==> config.mk <==
export PLATFORM = sky130hd
export DESIGN_NAME = dual_norm
export DESIGN_NICKNAME = d
export VERILOG_FILES = /design/src/rtl/dn_pkg.sv /design/src/rtl/dn_merge.sv /design/src/rtl/dn_stage.sv /design/src/rtl/dual_norm.sv
export SDC_FILE = /design/constraint.sdc
export NUM_CORES = 1
export LEC_CHECK = 0
export ABC_AREA = 1
export BUFFER_PORTS_ARGS = -buffer_cell sky130_fd_sc_hd__buf_4
export CAP_MARGIN = 10
export CORE_MARGIN = 4
export CORE_UTILIZATION = 30
export DETAILED_ROUTE_END_ITERATION = 8
export GPL_TIMING_DRIVEN = 0
export PLACE_DENSITY_LB_ADDON = 0.05
export SLEW_MARGIN = 20
export SYNTH_ARGS = -nofsm -noshare
export SYNTH_HDL_FRONTEND = slang
export SYNTH_SLANG_ARGS = --single-unit
==> constraint.sdc <==
create_clock -name vclk -period 5.3
set_clock_uncertainty 0.1 [all_clocks]
set_input_delay 0 -clock vclk [all_inputs]
set_output_delay 0 -clock vclk [all_outputs]
set_load 0.005 [all_outputs]
==> src/rtl/dn_pkg.sv <==
package dn_pkg;

  // True when n is a positive power of two.
  function automatic bit is_pow2(input int n);
    return (n > 0) && ((n & (n - 1)) == 0);
  endfunction

  // Number of halving steps for a power-of-two width.
  function automatic int stage_count(input int n);
    int c;
    c = 0;
    while ((1 << c) < n) c++;
    return c;
  endfunction

endpackage

==> src/rtl/dn_merge.sv <==
module dn_merge #(
  parameter int W = 32
) (
  input  logic [W-1:0] x_i,
  input  logic [W-1:0] y_i,
  output logic [W-1:0] any_o
);
  // A bit position is occupied when either operand has a 1 there.
  assign any_o = x_i | y_i;
endmodule

==> src/rtl/dn_stage.sv <==
module dn_stage #(
  parameter int W  = 32,
  parameter int SH = 16
) (
  input  logic [W-1:0] any_i,
  input  logic [W-1:0] a_i,
  input  logic [W-1:0] b_i,
  output logic [W-1:0] any_o,
  output logic [W-1:0] a_o,
  output logic [W-1:0] b_o,
  output logic         take_o
);
  // Shift left by SH and fill the vacated low bits with zeros.
  function automatic logic [W-1:0] lift(input logic [W-1:0] v);
    return {v[W-1-SH:0], {SH{1'b0}}};
  endfunction

  logic window_empty;

  // The stage is taken when the top SH bits of the merged word are clear.
  assign window_empty = ~|any_i[W-1 -: SH];
  assign take_o       = window_empty;

  assign any_o = window_empty ? lift(any_i) : any_i;
  assign a_o   = window_empty ? lift(a_i)   : a_i;
  assign b_o   = window_empty ? lift(b_i)   : b_i;
endmodule

==> src/rtl/dual_norm.sv <==
module dual_norm #(
  parameter int W = 32
) (
  input  logic [W-1:0]                   opnd_a,
  input  logic [W-1:0]                   opnd_b,
  output logic [W-1:0]                   norm_a,
  output logic [W-1:0]                   norm_b,
  output logic [dn_pkg::stage_count(W)-1:0] shamt,
  output logic                           both_zero
);
  localparam int L = dn_pkg::stage_count(W);

  initial begin
    if (!dn_pkg::is_pow2(W) || W < 2)
      $error("dual_norm: W must be a power of two of at least 2");
  end

  // Chains of partially shifted words; index 0 is the input side.
  logic [W-1:0] any_c [0:L];
  logic [W-1:0] a_c   [0:L];
  logic [W-1:0] b_c   [0:L];
  logic [L-1:0] take;

  dn_merge #(.W(W)) u_merge (
    .x_i   (opnd_a),
    .y_i   (opnd_b),
    .any_o (any_c[0])
  );

  assign a_c[0] = opnd_a;
  assign b_c[0] = opnd_b;

  // Stage g resolves count bit L-1-g, largest weight first.
  for (genvar g = 0; g < L; g++) begin : g_stage
    localparam int K = L - 1 - g;
    dn_stage #(.W(W), .SH(1 << K)) u_stage (
      .any_i  (any_c[g]),
      .a_i    (a_c[g]),
      .b_i    (b_c[g]),
      .any_o  (any_c[g+1]),
      .a_o    (a_c[g+1]),
      .b_o    (b_c[g+1]),
      .take_o (take[K])
    );
  end

  assign norm_a    = a_c[L];
  assign norm_b    = b_c[L];
  assign shamt     = take;
  // A nonzero merged word always ends with its top bit set.
  assign both_zero = ~any_c[L][W-1];
endmodule

==> impl_metrics.yaml <==
routing:
  wl_per_cell_um: 16.01
  dr.pass1.iters: 5
  dr_total_vias: 6944
  drtIter0Drc: 451
  wl_um: 22290
  ant_nets: 0
  drc: 0
  via_per_inst: 4.989
timing:
  finalHoldViolations: 0
  final-setup-viol-count: 0
  max_freq_mhz: 285.9
  tightest_slew_ns: 0.5612
  slew_viol_final: 0
  rsz0062_at_grt: "false"
  max_slew_margin: 0.6219
  setup_tns_ns: 0
  fin_crit_sh: 0.6599
  post-route-min-period_ns: 3.497
final_layout:
  n_antenna_cell: 0
  fill_cells: 1873
  clkbuf_count: 0
  layout-drive-gt1-share: 0.1794
  nNetsFinal: 1270
  seq_area_um2: 0
  seq_cell_count: 0
  syn_to_final_growth_pct: 26.82
critical_path:
  crit_chain: "buf_4, nor2_1, nand2_1, nor2_1, nand2_1, nor2_4, buf_6, a21boi_1, nand2_1, nor2_1, nand2_2, buf_2, clkbuf_1, nor2_1, a211oi_1, o21ai_1, nand2_1, nand2_1, nand2_1, nand2_1, buf_4"
  critPathSlowestCell: "clkbuf_1"
  worstPathArrival_ns: 3.40
  cp-start-kind: "input pin"
  slowest_delay_ns: 0.46
  crit_path_end_kind: "output pin"
  crit_path_frequent_cell: "nand2_1"
  path_buf_inv: 5
  crit_cells: 21
  critPathKind: "in2out"
  crit_path_max_fanout: 10
  cp.required_ns: 5.20
  critPathTopFamily: "simple AND/OR/NAND/NOR gates"
power_and_ir_drop:
  p_total_uw: 425.1
  power_density_mw_per_mm2: 72.43
  vdd_drop_max_mv: 0.02836
  p_leak_nw: 3.538
logic_synthesis:
  synth_mux_area_frac: 0
  synth_top_area_cell: "nand2_1"
  ys_types: 28
  yosysWarnings: 0
  synthSimpleGateAreaFrac: 0.5758
  synth_compound_area_frac: 0.2217
  synth_seq_area_share: 0
  synthAdderAreaFrac: 0
  syn_nets: 1134
  synth_area_mm2: 0.004628
  yosysTopAreaCellShare: 0.4023
  synth_area_leaders: "nand2_1 40%, o21ai_0 14%, inv_1 10%"
  synth-xor-area-share: 0
  postSynthCellCount: 1070
  synth_area_per_cell_um2: 4.325
  synth_top_family_by_area: "simple AND/OR/NAND/NOR gates"
global_routing:
  grt-ovfl-total: 0
  grt_pass1_wl_um: 34640
  antenna_found_initial: 0
  grt_use_total: 0.2390
  first_global_vias: 6408
  grt_max_degree: 11
floorplanning:
  dieArea_mm2: 0.01748
  ios: 134
  rows: 45
  core_mm2: 0.01515
  initial_core_util: 0.3056
  die-width_um: 132.2
  die_y_um: 132.2
hold_path:
  hold_class: "in2out"
  hold_path_depth: 6
status:
  status: "finished clean"
cts:
  cts_hold_buf: 0
  postCtsSetupRepairBufs: 0
  postCtsResizedCells: 0
placed_design:
  io_buffers: 134
  post-dp-hpwl_um: 18740
  globalplace.congestion: 1.008
job:
  cap_violations: 0
[layer usage]
layer / wire length, um / vias to the layer above / track usage
li1: - / 3573 / -
met1: 10900 / 3086 / 0.3517
met2: 9649 / 259 / 0.3868
met3: 1320 / 26 / 0.02176
met4: 421 / 0 / 0.03464
met5: 0 / - / 0
[cells in the final DEF (no fill, tap or decap)]
master    instances
nand2_1         496
buf_4           154
o21ai_0         131
inv_1           129
nand3_1          78
nor2_1           66
buf_2            34
o21ai_1          24
a21oi_1          22
clkbuf_1         19
or2_2             8
nand2_2           7
a211oi_1          6
buf_6             3
inv_2             3
buf_1             3
o211ai_1          3
nor2_4            2
a21boi_0          2
a21boi_1          2
nor2_2            2
o22ai_1           2
o21bai_1          2
a21o_1            2
nand3_2           1
nor2_8            1
clkinv_2          1
nand4_1           1
[stage by stage]
stage	area, um2	worst slack [ns]	cells	hold WS, ns	util
finish	5869	1.803	1392	0.3279	0.3875
CTS	5869	1.930	1392	0.3386	0.3875
floorplan	4628	3.099	1070	0.1007	-
global route	5869	1.580	1392	0.3931	0.3875
detailed placement	5869	1.945	1392	0.3338	0.3875
global placement	5869	1.878	1392	0.3374	0.3875
[cells by family after synthesis]
family                 Yosys count
and+or+nand+nor                662
buffers and inverters          212
AOI/OAI and AO/OA              196
[layout make-up]
cell class | count | area (um2) | area share
Buffer | 79 | 436.7 | 0.07440
Inverter | 133 | 500.5 | 0.08527
Multi-Input combinational cell | 858 | 3691 | 0.6289
Tap cell | 188 | 235.2 | 0.04008
Timing Repair Buffer | 134 | 1006 | 0.1714
[synthesized netlist by cell type, types with 3 or more instances]
master	number
buf_2	34
a211oi_1	6
clkbuf_1	19
buf_4	20
nand2_1	496
o211ai_1	3
inv_1	129
buf_1	3
o21ai_1	24
nand3_1	78
a21oi_1	22
or2_2	8
nand2_2	7
buf_6	3
nor2_1	66
inv_2	3
o21ai_0	131
[path summary, 6_finish.rpt]
check                   from         end  slack [ns]
hold / removal    opnd_a[31]  norm_a[31]        0.33
setup / recovery  opnd_b[27]  norm_b[31]        1.80
[report_power, final]
part           internal (mW)  switching (mW)  leakage, nW
sequential                 0               0            0
combinational          0.179           0.246         3.54
clock                      0               0            0
total                  0.179           0.246         3.54
(Power assumes the default switching activity.)
